===== src/rtl/rr_pkg.sv =====
package rr_pkg;
  localparam int unsigned RR_DATA_W   = 128;
  localparam int unsigned RR_ADDR_W   = 32;
  localparam int unsigned RR_PTR_W    = 10;
  localparam int unsigned RR_CNT_W    = 16;
  localparam int unsigned RR_NUM_CH   = 2;
  localparam int unsigned RR_FILL_BUF = 2;
  localparam int unsigned RR_DRN_BUF  = 4;
  // ring pointer roles
  localparam int unsigned RR_P_RES    = 0;
  localparam int unsigned RR_P_CMT    = 1;
  localparam int unsigned RR_P_RD     = 2;
  localparam int unsigned RR_NUM_PTR  = 3;
endpackage


===== src/rtl/rr_ring_ptr.sv =====
module rr_ring_ptr #(
  parameter int unsigned PTR_W = 10
) (
  input  logic             clk_i,
  input  logic             rst_ni,
  input  logic             clr_i,
  input  logic             adv_i,
  input  logic [PTR_W-1:0] mask_i,
  output logic [PTR_W-1:0] idx_o,
  output logic             wrap_o
);
  always_ff @(posedge clk_i or negedge rst_ni) begin
    if (!rst_ni) begin
      idx_o  <= '0;
      wrap_o <= 1'b0;
    end else if (clr_i) begin
      idx_o  <= '0;
      wrap_o <= 1'b0;
    end else if (adv_i) begin
      if (idx_o == mask_i) begin
        idx_o  <= '0;
        wrap_o <= ~wrap_o;
      end else begin
        idx_o  <= idx_o + PTR_W'(1);
      end
    end
  end
endmodule


===== src/rtl/rr_fifo.sv =====
module rr_fifo #(
  parameter int unsigned W     = 128,
  parameter int unsigned DEPTH = 2,
  localparam int unsigned AW   = (DEPTH > 1) ? $clog2(DEPTH) : 1,
  localparam int unsigned CW   = $clog2(DEPTH + 1)
) (
  input  logic          clk_i,
  input  logic          rst_ni,
  input  logic          clr_i,
  input  logic          push_i,
  input  logic [W-1:0]  wdata_i,
  input  logic          pop_i,
  output logic [W-1:0]  rdata_o,
  output logic [CW-1:0] count_o,
  output logic          empty_o
);
  logic [W-1:0]  mem_q [DEPTH];
  logic [AW-1:0] wp_q, rp_q;
  logic [CW-1:0] cnt_q;

  always_ff @(posedge clk_i) begin
    if (push_i) mem_q[wp_q] <= wdata_i;
  end

  always_ff @(posedge clk_i or negedge rst_ni) begin
    if (!rst_ni) begin
      wp_q  <= '0;
      rp_q  <= '0;
      cnt_q <= '0;
    end else if (clr_i) begin
      wp_q  <= '0;
      rp_q  <= '0;
      cnt_q <= '0;
    end else begin
      if (push_i) wp_q <= (wp_q == AW'(DEPTH - 1)) ? '0 : wp_q + AW'(1);
      if (pop_i)  rp_q <= (rp_q == AW'(DEPTH - 1)) ? '0 : rp_q + AW'(1);
      cnt_q <= cnt_q + CW'(push_i) - CW'(pop_i);
    end
  end

  assign rdata_o = mem_q[rp_q];
  assign count_o = cnt_q;
  assign empty_o = (cnt_q == '0);
endmodule


===== src/rtl/rr_fill.sv =====
module rr_fill #(
  parameter int unsigned DATA_W    = 128,
  parameter int unsigned ADDR_W    = 32,
  parameter int unsigned PTR_W     = 10,
  parameter int unsigned CNT_W     = 16,
  parameter int unsigned BUF_DEPTH = 2
) (
  input  logic              clk_i,
  input  logic              rst_ni,
  input  logic              load_i,
  input  logic              run_i,
  input  logic [CNT_W-1:0]  count_i,
  input  logic [ADDR_W-1:0] spr_base_i,
  input  logic [ADDR_W-1:0] ring_base_i,
  input  logic [PTR_W-1:0]  commit_idx_i,
  input  logic              ring_full_i,
  output logic              reserve_o,
  output logic              commit_o,
  output logic              spr_req_o,
  output logic [ADDR_W-1:0] spr_addr_o,
  input  logic [DATA_W-1:0] spr_rdata_i,
  output logic              mem_wr_req_o,
  output logic [ADDR_W-1:0] mem_wr_addr_o,
  output logic [DATA_W-1:0] mem_wr_data_o,
  input  logic              mem_wr_gnt_i
);
  localparam int unsigned BCW = $clog2(BUF_DEPTH + 1);

  logic [CNT_W-1:0]  left_q;
  logic [ADDR_W-1:0] saddr_q;
  logic              pend_q;
  logic [BCW-1:0]    b_cnt;
  logic              b_empty;
  logic              issue, pop;

  // one slot per word in flight: buffered plus pending scratchpad read
  assign issue = run_i && (left_q != '0) && !ring_full_i &&
                 ((32'(b_cnt) + 32'(pend_q)) < 32'(BUF_DEPTH));

  always_ff @(posedge clk_i or negedge rst_ni) begin
    if (!rst_ni) begin
      left_q  <= '0;
      saddr_q <= '0;
      pend_q  <= 1'b0;
    end else if (load_i) begin
      left_q  <= count_i;
      saddr_q <= spr_base_i;
      pend_q  <= 1'b0;
    end else begin
      pend_q <= issue;
      if (issue) begin
        left_q  <= left_q - CNT_W'(1);
        saddr_q <= saddr_q + ADDR_W'(1);
      end
    end
  end

  rr_fifo #(.W(DATA_W), .DEPTH(BUF_DEPTH)) u_buf (
    .clk_i   (clk_i),
    .rst_ni  (rst_ni),
    .clr_i   (load_i),
    .push_i  (pend_q),
    .wdata_i (spr_rdata_i),
    .pop_i   (pop),
    .rdata_o (mem_wr_data_o),
    .count_o (b_cnt),
    .empty_o (b_empty)
  );

  assign spr_req_o     = issue;
  assign spr_addr_o    = saddr_q;
  assign mem_wr_req_o  = !b_empty;
  assign pop           = mem_wr_req_o && mem_wr_gnt_i;
  assign mem_wr_addr_o = ring_base_i | ADDR_W'(commit_idx_i);
  assign reserve_o     = issue;
  assign commit_o      = pop;
endmodule


===== src/rtl/rr_drain.sv =====
module rr_drain #(
  parameter int unsigned DATA_W    = 128,
  parameter int unsigned ADDR_W    = 32,
  parameter int unsigned PTR_W     = 10,
  parameter int unsigned CNT_W     = 16,
  parameter int unsigned NUM_CH    = 2,
  parameter int unsigned BUF_DEPTH = 4,
  localparam int unsigned SEL_W    = (NUM_CH > 1) ? $clog2(NUM_CH) : 1
) (
  input  logic              clk_i,
  input  logic              rst_ni,
  input  logic              load_i,
  input  logic              run_i,
  input  logic [CNT_W-1:0]  count_i,
  input  logic [SEL_W-1:0]  sel_i,
  input  logic [ADDR_W-1:0] ring_base_i,
  input  logic [PTR_W-1:0]  rd_idx_i,
  input  logic              ring_empty_i,
  output logic              rd_adv_o,
  output logic              last_o,
  output logic              mem_rd_req_o,
  output logic [ADDR_W-1:0] mem_rd_addr_o,
  input  logic              mem_rd_gnt_i,
  input  logic              mem_rd_valid_i,
  input  logic [DATA_W-1:0] mem_rd_data_i,
  output logic [NUM_CH-1:0] out_valid_o,
  output logic [DATA_W-1:0] out_data_o,
  input  logic [NUM_CH-1:0] out_ready_i
);
  localparam int unsigned BCW = $clog2(BUF_DEPTH + 1);

  logic [CNT_W-1:0] left_q;
  logic [BCW-1:0]   pend_q;
  logic [BCW-1:0]   b_cnt;
  logic             b_empty;
  logic             issue, gnt, pop, rdy_sel;

  // credit: reads in flight plus buffered words never exceed buffer depth
  assign issue = run_i && !ring_empty_i &&
                 ((32'(pend_q) + 32'(b_cnt)) < 32'(BUF_DEPTH));
  assign gnt   = issue && mem_rd_gnt_i;

  always_ff @(posedge clk_i or negedge rst_ni) begin
    if (!rst_ni) begin
      left_q <= '0;
      pend_q <= '0;
    end else if (load_i) begin
      left_q <= count_i;
      pend_q <= '0;
    end else begin
      pend_q <= pend_q + BCW'(gnt) - BCW'(mem_rd_valid_i);
      if (pop) left_q <= left_q - CNT_W'(1);
    end
  end

  rr_fifo #(.W(DATA_W), .DEPTH(BUF_DEPTH)) u_buf (
    .clk_i   (clk_i),
    .rst_ni  (rst_ni),
    .clr_i   (load_i),
    .push_i  (mem_rd_valid_i),
    .wdata_i (mem_rd_data_i),
    .pop_i   (pop),
    .rdata_o (out_data_o),
    .count_o (b_cnt),
    .empty_o (b_empty)
  );

  assign rdy_sel = out_ready_i[sel_i];
  assign pop     = !b_empty && rdy_sel;

  for (genvar c = 0; c < NUM_CH; c++) begin : g_ch
    assign out_valid_o[c] = !b_empty && (sel_i == SEL_W'(c));
  end

  assign mem_rd_req_o  = issue;
  assign mem_rd_addr_o = ring_base_i | ADDR_W'(rd_idx_i);
  assign rd_adv_o      = gnt;
  assign last_o        = pop && (left_q == CNT_W'(1));
endmodule


===== src/rtl/ring_relay.sv =====
module ring_relay import rr_pkg::*; #(
  parameter int unsigned DATA_W    = RR_DATA_W,
  parameter int unsigned ADDR_W    = RR_ADDR_W,
  parameter int unsigned PTR_W     = RR_PTR_W,
  parameter int unsigned CNT_W     = RR_CNT_W,
  parameter int unsigned NUM_CH    = RR_NUM_CH,
  parameter int unsigned FILL_BUF  = RR_FILL_BUF,
  parameter int unsigned DRAIN_BUF = RR_DRN_BUF,
  localparam int unsigned LOG_W    = $clog2(PTR_W + 1),
  localparam int unsigned SEL_W    = (NUM_CH > 1) ? $clog2(NUM_CH) : 1
) (
  input  logic              clk_i,
  input  logic              rst_ni,
  input  logic              start_i,
  input  logic [CNT_W-1:0]  cfg_count_i,
  input  logic [ADDR_W-1:0] cfg_spr_base_i,
  input  logic [ADDR_W-1:0] cfg_ring_base_i,
  input  logic [LOG_W-1:0]  cfg_ring_log2_i,
  input  logic [SEL_W-1:0]  cfg_sel_i,
  output logic              busy_o,
  output logic              done_o,
  output logic              spr_req_o,
  output logic [ADDR_W-1:0] spr_addr_o,
  input  logic [DATA_W-1:0] spr_rdata_i,
  output logic              mem_wr_req_o,
  output logic [ADDR_W-1:0] mem_wr_addr_o,
  output logic [DATA_W-1:0] mem_wr_data_o,
  input  logic              mem_wr_gnt_i,
  output logic              mem_rd_req_o,
  output logic [ADDR_W-1:0] mem_rd_addr_o,
  input  logic              mem_rd_gnt_i,
  input  logic              mem_rd_valid_i,
  input  logic [DATA_W-1:0] mem_rd_data_i,
  output logic [NUM_CH-1:0] out_valid_o,
  output logic [DATA_W-1:0] out_data_o,
  input  logic [NUM_CH-1:0] out_ready_i
);
  logic [ADDR_W-1:0] base_q;
  logic [LOG_W-1:0]  log2_q;
  logic [SEL_W-1:0]  sel_q;
  logic              busy_q, done_q;
  logic              start_acc, last;
  logic [LOG_W-1:0]  log2_eff;
  logic [PTR_W:0]    ring_size;
  logic [PTR_W-1:0]  ring_mask;
  logic              ring_full, ring_empty;

  logic [RR_NUM_PTR-1:0] p_adv;
  logic [PTR_W-1:0]      p_idx  [RR_NUM_PTR];
  logic                  p_wrap [RR_NUM_PTR];

  assign start_acc = start_i && !busy_q;
  assign log2_eff  = (32'(cfg_ring_log2_i) > PTR_W) ? LOG_W'(PTR_W) : cfg_ring_log2_i;

  always_ff @(posedge clk_i or negedge rst_ni) begin
    if (!rst_ni) begin
      base_q <= '0;
      log2_q <= '0;
      sel_q  <= '0;
      busy_q <= 1'b0;
      done_q <= 1'b0;
    end else if (start_acc) begin
      base_q <= cfg_ring_base_i;
      log2_q <= log2_eff;
      sel_q  <= cfg_sel_i;
      busy_q <= (cfg_count_i != '0);
      done_q <= (cfg_count_i == '0);
    end else if (last) begin
      busy_q <= 1'b0;
      done_q <= 1'b1;
    end
  end

  // at log2 == PTR_W the truncated size is zero and the mask wraps to all ones
  assign ring_size = (PTR_W + 1)'(1) << log2_q;
  assign ring_mask = ring_size[PTR_W-1:0] - PTR_W'(1);

  for (genvar p = 0; p < RR_NUM_PTR; p++) begin : g_ptr
    rr_ring_ptr #(.PTR_W(PTR_W)) u_ptr (
      .clk_i  (clk_i),
      .rst_ni (rst_ni),
      .clr_i  (start_acc),
      .adv_i  (p_adv[p]),
      .mask_i (ring_mask),
      .idx_o  (p_idx[p]),
      .wrap_o (p_wrap[p])
    );
  end

  // reserve pointer guards space, commit pointer guards data
  assign ring_full  = (p_idx[RR_P_RES] == p_idx[RR_P_RD]) &&
                      (p_wrap[RR_P_RES] != p_wrap[RR_P_RD]);
  assign ring_empty = (p_idx[RR_P_CMT] == p_idx[RR_P_RD]) &&
                      (p_wrap[RR_P_CMT] == p_wrap[RR_P_RD]);

  rr_fill #(
    .DATA_W(DATA_W), .ADDR_W(ADDR_W), .PTR_W(PTR_W),
    .CNT_W(CNT_W), .BUF_DEPTH(FILL_BUF)
  ) u_fill (
    .clk_i         (clk_i),
    .rst_ni        (rst_ni),
    .load_i        (start_acc),
    .run_i         (busy_q),
    .count_i       (cfg_count_i),
    .spr_base_i    (cfg_spr_base_i),
    .ring_base_i   (base_q),
    .commit_idx_i  (p_idx[RR_P_CMT]),
    .ring_full_i   (ring_full),
    .reserve_o     (p_adv[RR_P_RES]),
    .commit_o      (p_adv[RR_P_CMT]),
    .spr_req_o     (spr_req_o),
    .spr_addr_o    (spr_addr_o),
    .spr_rdata_i   (spr_rdata_i),
    .mem_wr_req_o  (mem_wr_req_o),
    .mem_wr_addr_o (mem_wr_addr_o),
    .mem_wr_data_o (mem_wr_data_o),
    .mem_wr_gnt_i  (mem_wr_gnt_i)
  );

  rr_drain #(
    .DATA_W(DATA_W), .ADDR_W(ADDR_W), .PTR_W(PTR_W),
    .CNT_W(CNT_W), .NUM_CH(NUM_CH), .BUF_DEPTH(DRAIN_BUF)
  ) u_drain (
    .clk_i          (clk_i),
    .rst_ni         (rst_ni),
    .load_i         (start_acc),
    .run_i          (busy_q),
    .count_i        (cfg_count_i),
    .sel_i          (sel_q),
    .ring_base_i    (base_q),
    .rd_idx_i       (p_idx[RR_P_RD]),
    .ring_empty_i   (ring_empty),
    .rd_adv_o       (p_adv[RR_P_RD]),
    .last_o         (last),
    .mem_rd_req_o   (mem_rd_req_o),
    .mem_rd_addr_o  (mem_rd_addr_o),
    .mem_rd_gnt_i   (mem_rd_gnt_i),
    .mem_rd_valid_i (mem_rd_valid_i),
    .mem_rd_data_i  (mem_rd_data_i),
    .out_valid_o    (out_valid_o),
    .out_data_o     (out_data_o),
    .out_ready_i    (out_ready_i)
  );

  assign busy_o = busy_q;
  assign done_o = done_q;
endmodule


===== config.mk =====
export PLATFORM = sky130hd
export DESIGN_NAME = ring_relay
export DESIGN_NICKNAME = d
export VERILOG_FILES = /design/src/rtl/rr_pkg.sv /design/src/rtl/rr_ring_ptr.sv /design/src/rtl/rr_fifo.sv /design/src/rtl/rr_fill.sv /design/src/rtl/rr_drain.sv /design/src/rtl/ring_relay.sv
export SDC_FILE = /design/constraint.sdc
export NUM_CORES = 1
export LEC_CHECK = 0
export CAP_MARGIN = 20
export CORE_AREA = 2 2 279 281
export DETAILED_ROUTE_END_ITERATION = 16
export DIE_AREA = 0 0 281 283
export PLACE_DENSITY = 0.73
export RECOVER_POWER = 25
export SYNTH_ARGS = -nofsm -noshare
export SYNTH_HDL_FRONTEND = slang
export SYNTH_HIERARCHICAL = 1
export SYNTH_SLANG_ARGS = --single-unit

===== constraint.sdc =====
create_clock -name clk_i -period 7.45 [get_ports clk_i]
set_input_delay 0.745 -clock clk_i [delete_from_list [all_inputs] [get_ports clk_i]]
set_output_delay 0.745 -clock clk_i [all_outputs]
set_load 0.005 [all_outputs]

Word level (Yosys, flattened, before mapping) --
Memories as Yosys holds them, arrays and structs flattened. Index checks and enable logic that the tools add are counted.
Storage, ports and cells: bits in registers 151, RAM bits 768, input port bits 349, output and inout bits 359, logic and storage cells 152, memories kept 2
Operators by class: add/subtract/negate cells 19, magnitude comparators 4, equality and inequality tests 10, shift-type cells 1, mux-type cells 51, bitwise gates (word level) 6, reductions and logical operators 37
Memories:
- u_drain.u_buf.mem_q | words 4, width 128, read ports 1, clocked after memory_dff 0, wr ports 1, RTL line rr_fifo.sv:17 | logic [W-1:0] mem_q [DEPTH];
- u_fill.u_buf.mem_q | words 2, width 128, read ports 1, clocked after memory_dff 0, wr ports 1, RTL line rr_fifo.sv:17
Operators with widths (count):
- two-way mux 10 bit | 9
- two-way mux 16 bit | 4
- two-way mux 32 bit | 2
- bitwise OR 32 x 10 -> 32 bit | 2
- == test 10 bit | 5
- adder 32 x 1 -> 32 bit, second input constant | 1
- < comparator 32 x 2 -> 1 bit, second input constant | 1
- < comparator 32 x 3 -> 1 bit, second input constant | 1
- nonzero test 16 bit | 2
- subtractor 16 x 1 -> 16 bit, second input constant | 2
- adder 10 x 1 -> 10 bit, second input constant | 3
- two-way mux 1 bit | 26
- nonzero test 2 bit | 10
- == test 16 x 1 -> 1 bit, second input constant | 1
- logical NOT 16 bit | 1
- logical AND 1 bit | 14
- two-way mux 2 bit | 7
- left shift 1 x 4 -> 10 bit, first input constant | 1
- subtractor 10 x 1 -> 10 bit, second input constant | 1
- adder 3 x 1 -> 3 bit | 2
- two-way mux 3 bit | 2
- AND reduction 2 bit | 3
- subtractor 3 x 1 -> 3 bit | 2
- logical NOT 1 bit | 5
- other kinds (15) | 21

Logic depth before layout (Yosys ltp) --
Gate-level depths: netlist of the first run.
word-level depth 9, mapped depth 13, mapped depth without buffers 11

Cells and area by module --
Netlist of the first run, hierarchy kept.
By module, submodules not included:
- rr_fifo (u_drain.u_buf) | times used 1, cells an instance 708, area an instance 19018.2 um^2, seq. area each 15549.9 um^2
- rr_fifo (u_fill.u_buf) | times used 1, cells an instance 416, area an instance 9486.6 um^2, seq. area each 7787.5 um^2
- rr_fill | times used 1, cells an instance 376, area an instance 3208.1 um^2, seq. area each 1226.2 um^2
- rr_ring_ptr | times used 3, cells an instance 68, area an instance 716.9 um^2, seq. area each 275.3 um^2
- ring_relay | times used 1, cells an instance 230, area an instance 1930.6 um^2, seq. area each 975.9 um^2
- rr_drain | times used 1, cells an instance 158, area an instance 1408.9 um^2, seq. area each 475.5 um^2

Worst setup path after synthesis of the first run --
OpenSTA, ideal clock, no wires.
path type register to register, start point register u_fill.u_buf.wp_q, end point memory u_fill.u_buf.mem_q[0][0] (enable), setup time 0.632 ns, data arrival time 6.059 ns, required time 6.818 ns, slack 0.759 ns, stages on the path, launching flop included 2, path buffers 0, clock period less this slack 6.691 ns, cells stage by stage dfrtp_1 -> nor2b_1
RTL lines:
- from (decl) | RTL line rr_fifo.sv:18 | logic [AW-1:0] wp_q, rp_q;
- from (signal assigned) | RTL line rr_fifo.sv:35 | if (push_i) wp_q <= (wp_q == AW'(DEPTH - 1)) ? '0 : wp_q + AW'(1);
- to (decl) | RTL line rr_fifo.sv:17
No word-level cell before the write port.

Worst setup path in the final report of the first run --
start point register u_drain.u_buf.rp_q[1], end point output port out_data_o[75]
Between the ends: word-level cells in the longest chain between the ends 1
Ends and longest elaborated chain:
- from (decl) | RTL line rr_fifo.sv:18
- from (signal assigned) | RTL line rr_fifo.sv:36 | if (pop_i) rp_q <= (rp_q == AW'(DEPTH - 1)) ? '0 : rp_q + AW'(1);
- memory read (4 x 128 bit)
- to (decl) | RTL line ring_relay.sv:35 | output logic [DATA_W-1:0] out_data_o,
Every way passes these cells.

==> results of run 1 <==
[critical path, cell delays in order, from the launching register on]
cell	delay (ns)
dfrtp_4	1.10
buf_4	0.83
mux4_2	0.43
clkdlybuf4s50_1	0.49
[sequential cells by signal (all words and copies together) (netlist names)]
signal / cells
u_drain/u_buf/mem_q: 512
g_ptr.u_ptr/idx_o: 30
busy_o: 1
u_fill/u_buf/wp_q: 1
u_drain/u_buf/count_o: 3
u_fill/left_q: 16
u_fill/u_buf/count_o: 2
base_q: 32
u_fill/pend_q: 1
u_fill/u_buf/rp_q: 1
u_drain/pend_q: 3
u_drain/u_buf/wp_q: 2
done_o: 1
u_drain/left_q: 16
g_ptr.u_ptr/wrap_o: 3
u_drain/u_buf/rp_q: 2
u_fill/u_buf/mem_q: 256
u_fill/spr_addr_o: 32
sel_q: 1
log2_q: 4
[logic make-up (layout without fill, tap and decap cells)]
group | Yosys count | after routing | synth area share (%)
XOR/XNOR | 118 | 118 | 2.973
multiplexers | 276 | 276 | 12.20
flip-flops | 919 | 919 | 72.15
buffers and inverters | 156 | 932 | 3.064
adder cells (fa/ha/maj) | 23 | 23 | 0.8139
other | 0 | 30 | 0
AO/OA/AOI/OAI | 112 | 112 | 1.914
AND/OR/NAND/NOR | 488 | 488 | 6.891
[power groups by stage]
stage	clock network, uW	registers, uW	logic [uW]
after floorplan	0	7460	3470
after global placement	0	7670	6060
after detailed placement	0	7740	6140
after CTS	5020	7650	6170
after global routing	5230	7770	6460
final	4910	7640	6070
[final cells by class]
cell class / instances / share of cell area [%]
antenna: 30 / 0.1559
clock buffer: 118 / 5.240
clock inverter: 60 / 1.619
inverter: 25 / 0.2001
multi-input combinational: 1017 / 19.20
sequential: 919 / 55.78
tap: 1040 / 2.703
timing repair buffer: 729 / 15.10
[synthesized netlist by cell type, types with 23 or more instances]
| master | count | area [um^2] |
|---|---|---|
| clkbuf_1 | 24 | 90.09 |
| o21ai_0 | 53 | 265.3 |
| buf_2 | 23 | 115.1 |
| nor2_1 | 79 | 296.5 |
| xnor2_1 | 64 | 560.5 |
| edfxtp_1 | 768 | 23060 |
| nor4_1 | 26 | 162.7 |
| nand2_1 | 179 | 671.9 |
| xor2_1 | 46 | 402.9 |
| mux2_2 | 136 | 1531 |
| nor3_1 | 23 | 115.1 |
| buf_4 | 48 | 360.4 |
| inv_1 | 23 | 86.33 |
| nand4_1 | 24 | 150.1 |
| dfrtp_1 | 151 | 3779 |
| mux4_2 | 128 | 2883 |
[cell usage in the layout (no fill, tap or decap), drive strengths merged, types with 13 or more instances in the layout]
cell and instances:
a31oi 18, buf 22, bufinv 14, clkbuf 119, clkdlybuf4s50 515, clkinv 44, dfrtp 151, diode 30
dlygate4sd3 191, edfxtp 768, ha 21, inv 26, mux2 139, mux4 128, nand2 179, nand3 21
nand4 25, nor2 79, nor3 23, nor4 32, o21ai 53, or2 23, or3 13, xnor2 64
xor2 52
[metal layers]
layer	global-route usage [%]	up-vias	part of all wire [%]
met5	0.6105	-	0.38
met4	9.051	42	3.3
met3	7.504	226	8.5
met2	38.49	854	50
met1	27.85	10720	38
li1	-	9462	-
[metrics by stage]
stage | power (uW) | worst slack (ns)
global placement | 13730 | 3.623
floorplan | 10930 | 0.7591
finish | 18620 | 3.082
global route | 19460 | 2.331
CTS | 18830 | 2.931
detailed placement | 13870 | 3.624
[final timing paths]
kind	cells past startpoint	end
worst max-delay path	3	out_data_o[75]
worst min-delay path	2	base_q[3]
worst max register to register	10	g_ptr[2].u_ptr/wrap_o
worst min register to register	2	base_q[3]
max in group asynchronous	1	u_fill/u_buf/rp_q
min in group asynchronous	1	u_fill/spr_addr_o[8]
==> summary.txt, run 1 <==
Setup path
  – Crit path DAT: 3.62 ns
  – CP max FO: 74
  – Reg-to-reg critical path startpoint: log2_q[3]
  – CP Capture Type: primary output
  – Startpoint types: register
  – Required @ worst endpoint: 6.70 ns
  – Critical path launch point: u_drain/u_buf/rp_q[1]
  – Reg-to-reg slack, setup: 3.53 ns
  – Setup CP Type: register to primary output

Timing
  – RSZ-0062 raised after global routing: false
  – Max-slew violation count: 72
  – Clock skew: 0.07004 ns
  – Worst-Margin Slew: 3.993 ns
  – Setup TNS: 0 ns
  – Final period utilization: 58.64%
  – Final-report setup violation count: 0
  – Fmax: 228.9 MHz
  – Slew HR: -166.2%
  – Hold Vio Cnt, Final: 0
  – Minimum clock period: 4.368 ns
  – Min Hold Slack: 0.4845 ns

Route
  – Routed vias: 21.30k
  – Post-route ant nets: 0
  – Vias per inst: 5.410
  – Mean routed wirelength per cell: 23.74 um
  – Iter 0 DRT Violations: 1490
  – First drt pass iteration count: 5
  – Drt total wl: 93.50 mm
  – # DRC: 0

Synth
  – Netlist cell types: 76
  – Ys flop type: edfxtp_1
  – FFs w/ async S/R, synth: 16.43%
  – Post-synth EDFFs: 768
  – Mapped Cells: 2092
  – Synthesized area: 0.03720 mm^2
  – Post-synthesis register bit count: 919
  – Yosys warnings: 6
  – Syn Nets: 2464
  – Mean Syn Cell Area: 17.78 um^2
  – Seq/Total Area, Yosys: 72.15%

Clocking
  – Clk pin slew, worst setup/hold paths: 0.06 ns
  – TritonCTS clock tree: done
  – Worst-Skew Late Latency: 0.68 ns
  – Total setup buffers inserted after CTS: 0
  – Post-CTS resize count: 0
  – Clock Tree Buf Depth: 3
  – CTS root buf: clkbuf_16
  – Hold_buf cts: 0
  – CTS Buf Count: 94
  – H-Tree Depth: 3
  – Clk sinks: 919

Global routing
  – Vias in the first global route: 21.68k
  – GRT Residual Overflow: 0
  – Initial antenna violation count: 61
  – Largest net degree at the start of global routing: 110
  – GR Util All Layers: 23.11%
  – First-pass GRT wire length: 137.5 mm

Power and ir drop
  – Internal power: 13170 uW
  – Switching share of power: 29.30%
  – LEAKAGE: 0.01670 uW
  – Pwr/cell area: 386.9 mW/mm^2
  – Comb pwr share: 32.6%
  – Psw: 5457 uW
  – Clk pwr share: 26.4%
  – IR drop worst, VDD: 0.0002598 V
  – Flop pwr share: 41.0%

Die
  – Die X: 281 um
  – Starting density of the core: 48.50%
  – Die ar.: 0.07952 mm^2
  – IO Pins: 708
  – Core area: 0.07670 mm^2
  – Row count: 102
  – Die height: 283 um

Run status
  – Run status: complete, but fails checks
  – Failing checks: max-capacitance violations, max-slew violations

Layout
  – Util after Layout: 62.76%
  – Multi-input logic area: 0.009245 mm^2
  – Finished Cell Area: 0.04814 mm^2
  – Fillers: 5388
  – Register area: 0.02685 mm^2
  – Share of cells above drive strength 1: 17.43%
  – Non-Filler Instances: 3938
  – Area grow syn2layout: 29.40%
  – Nets@finish: 3158

Place
  – I/O Buffers: 707
  – Inst Count DP: 3729
  – Area after DPL: 0.04474 mm^2
  – GP Congestion: 0.8697
  – Hpwl dp: 63.36 mm

Min path
  – Type of the worst min-delay path: register to register
  – Hold_sp: base_q[3]

Run
  – # Max-Cap Violations: 1
Power figures use the tool's default switching activity.
==> run 2, diff against run 1 <==
==> constraint.sdc (replaced) <==
create_clock -name clk_i -period 4.23 [get_ports clk_i]
set_input_delay 0.423 -clock clk_i [delete_from_list [all_inputs] [get_ports clk_i]]
set_output_delay 0.423 -clock clk_i [all_outputs]
set_load 0.005 [all_outputs]
==> summary.txt, run 2 (synthesis gave the netlist of run 1 again) <==
Run status
  – Run status: finished clean (was complete, but fails checks)

Layout
  – Top reg by flops: u_drain/u_buf/mem_q (unchanged)
  – Non-Filler Instances: 3941 (was 3938)
  – Util after Layout: 62.82% (was 62.76%)
  – Share of cells above drive strength 1: 17.49% (was 17.43%)
  – Commonest non-fill, non-tap cell in the layout: edfxtp_1 (unchanged)
  – Nets@finish: 3173 (was 3158)
  – Area grow syn2layout: 29.51% (was 29.40%)
  – Most frequent cells in the layout: 768 x edfxtp_1, 501 x clkdlybuf4s50_1, 206 x dlygate4sd3_1 (was 768 x edfxtp_1, 515 x clkdlybuf4s50_1, 191 x dlygate4sd3_1)
  – Largest registers: u_drain/u_buf/mem_q x512, u_fill/u_buf/mem_q x256 (unchanged)
  – Max FFs per register: 512 (unchanged)

Route
  – First drt pass iteration count: 5 (unchanged)
  – Routed vias: 21.18k (was 21.30k)
  – Vias per inst: 5.375 (was 5.410)
  – Drt total wl: 90.24 mm (was 93.50 mm)
  – Iter 0 DRT Violations: 1255 (was 1490)
  – # DRC: 0 (unchanged)
  – Mean routed wirelength per cell: 22.90 um (was 23.74 um)
  – Post-route ant nets: 0 (unchanged)

Place
  – Inst Count DP: 3744 (was 3729)
  – GP Congestion: 0.8569 (was 0.8697)
  – I/O Buffers: 707 (unchanged)
  – Setup WS pre-CTS: 0.5111 ns (was 3.624 ns)
  – Hpwl dp: 62.21 mm (was 63.36 mm)

Timing
  – Slew HR: 30.28% (was -166.2%)
  – RSZ-0062 raised after global routing: false (unchanged)
  – Worst-Margin Slew: 1.017 ns (was 3.993 ns)
  – Fmax: 265.1 MHz
  – Clock skew: 0.03427 ns (was 0.07004 ns)
  – Setup TNS: 0 ns (unchanged)
  – Max-slew violation count: 0 (was 72)
  – Min setup slack post-route: 0.4584 ns (was 3.082 ns)
  – Minimum clock period: 3.772 ns
  – Final period utilization: 89.16%
  – Final-report setup violation count: 0 (unchanged)
  – Hold Vio Cnt, Final: 0 (unchanged)

Clocking
  – TritonCTS clock tree: done (unchanged)
  – Clk sinks: 919 (unchanged)
  – Worst-Skew Late Latency: 0.65 ns (was 0.68 ns)
  – CTS root buf: clkbuf_16 (unchanged)
  – H-Tree Depth: 3 (unchanged)
  – Clk pin slew, worst setup/hold paths: 0.06 ns (about the same)
  – CTS Buf Count: 94 (unchanged)
  – Clock Tree Buf Depth: 3 (unchanged)

Die
  – Row count: 102 (unchanged)
  – Die height: 283 um (unchanged)
  – Die ar.: 0.07952 mm^2 (unchanged)
  – IO Pins: 708 (unchanged)
  – Core area: 0.07670 mm^2 (unchanged)
  – Starting density of the core: 48.50% (unchanged)
  – Die X: 281 um (unchanged)

Power and ir drop
  – IR drop worst, VDD: 0.0004785 V (was 0.0002598 V)
  – LEAKAGE: 0.01672 uW (was 0.01670 uW)
  – Pwr/cell area: 673.9 mW/mm^2 (was 386.9 mW/mm^2)

Setup path
  – Path depth of the worst reg2reg path: 10 (unchanged)
  – Crit-path cells: or2_4, or3_1, ha_1, nor3_1, a21oi_1, o21ai_0, xor2_1, nor4_2, nand4_1, mux2_1 (was buf_4, mux4_2, clkdlybuf4s50_1)
  – WP buf/inv: 0 (was 2)
  – Family with the most delay on the worst path: simple AND/OR/NAND/NOR gates (was buffers and inverters)
  – Reg-to-reg critical path startpoint: log2_q[3] (unchanged)
  – Crit path DAT: 4.28 ns (was 3.62 ns)
  – CP Depth: 10 (was 3)
  – CP max FO: 10 (was 74)
  – Required @ worst endpoint: 4.74 ns (was 6.70 ns)
  – CP max stage delay: 0.55 ns (was 1.10 ns)
  – Reg-to-reg slack, setup: 0.46 ns (was 3.53 ns)
  – Critical path launch point: log2_q[3] (was u_drain/u_buf/rp_q[1])
  – RR Endpoint: g_ptr[1].u_ptr/wrap_o (was g_ptr[2].u_ptr/wrap_o)
  – CP Capture Type: register (was primary output)
  – Startpoint types: register (unchanged)
  – Setup CP Type: register to register (was register to primary output)
  – Slowest-stage cell, CP: dfrtp_1 (was dfrtp_4)
  – CP Capture Point: g_ptr[1].u_ptr/wrap_o (was out_data_o[75])

Global routing
  – Vias in the first global route: 21.84k (was 21.68k)
  – Initial antenna violation count: 42 (was 61)
  – Largest net degree at the start of global routing: 129 (was 110)
  – First-pass GRT wire length: 135.1 mm (was 137.5 mm)
  – GRT Residual Overflow: 0 (unchanged)
  – GR Util All Layers: 22.49% (was 23.11%)

Run
  – # Max-Cap Violations: 0 (was 1)

Min path
  – Type of the worst min-delay path: input port to register (was register to register)
==> run 2: changes by cell type in the layout (fill, tap and decap cells not counted), moves of 4 or more <==
cell             previous run  this run
buf_12                      1        12
dlygate4sd3_1             191       206
clkbuf_8                    8         4
clkdlybuf4s50_1           515       501
bufinv_16                  14        10
diode_2                    30        20
clkinv_1                   16        23
buf_4                      20        24
==> run 2: worst min-delay path by stage <==
stage / startpoint / to / cells after the start
6_report: cfg_ring_base_i[25] / base_q[25] / 3
3_3_place_gp: base_q[8] / base_q[8] / 2
4_1_cts: cfg_ring_base_i[25] / base_q[25] / 3
2_1_floorplan: rst_ni / base_q[0] / 0
3_5_place_dp: base_q[8] / base_q[8] / 2
5_1_grt: cfg_ring_base_i[18] / base_q[18] / 3
==> run 2: area by class of cell <==
class                      instances  area (um^2)
clock inverter                    59        629.4
antenna                           20        50.05
fill                            5423        28520
timing repair buffer             744         7508
sequential                       919        26850
tap                             1040         1301
clock buffer                     117         2500
inverter                          25        96.34
multi-input combinational       1017         9245
==> run 2: repair_timing <==
action	CTS	global route
gates resized for setup	0	0
hold buffers	1	0
endpoints found under the hold margin	88	0
setup buffers	0	0
==> run 2: layer usage <==
metal / GRT usage (%) / vias to the layer above / share of wire, %
met2: 38.94 / 736 / 52
met1: 26.37 / 10750 / 37
met4: 8.061 / 26 / 3.2
met3: 6.885 / 191 / 7.7
met5: 0 / - / 0.18
li1: - / 9478 / -
==> run 2: metrics by stage <==
step	area, um^2	hold slack, ns	power [uW]
after floorplan	37210	0.1274	19210
after global placement	44990	0.4745	24280
after detailed placement	44990	0.4764	24520
after CTS	48130	0.2752	32880
after global routing	48160	0.3013	34000
final	48180	0.3130	32470
==> run 2: worst register-to-register path, stage by stage, from the launching register on <==
cell	delay [ns]
dfrtp_1	0.55
or2_4	0.36
or3_1	0.43
ha_1	0.34
nor3_1	0.25
a21oi_1	0.06
o21ai_0	0.49
xor2_1	0.16
nor4_2	0.46
nand4_1	0.18
mux2_1	0.39
==> run 2: power breakdown <==
part           switching (uW)  total [uW]  internal, uW
combinational            4820       10900          6060
sequential               1230       13300         12100
clock                    3430        8260          4830
total                    9480       32500         23000
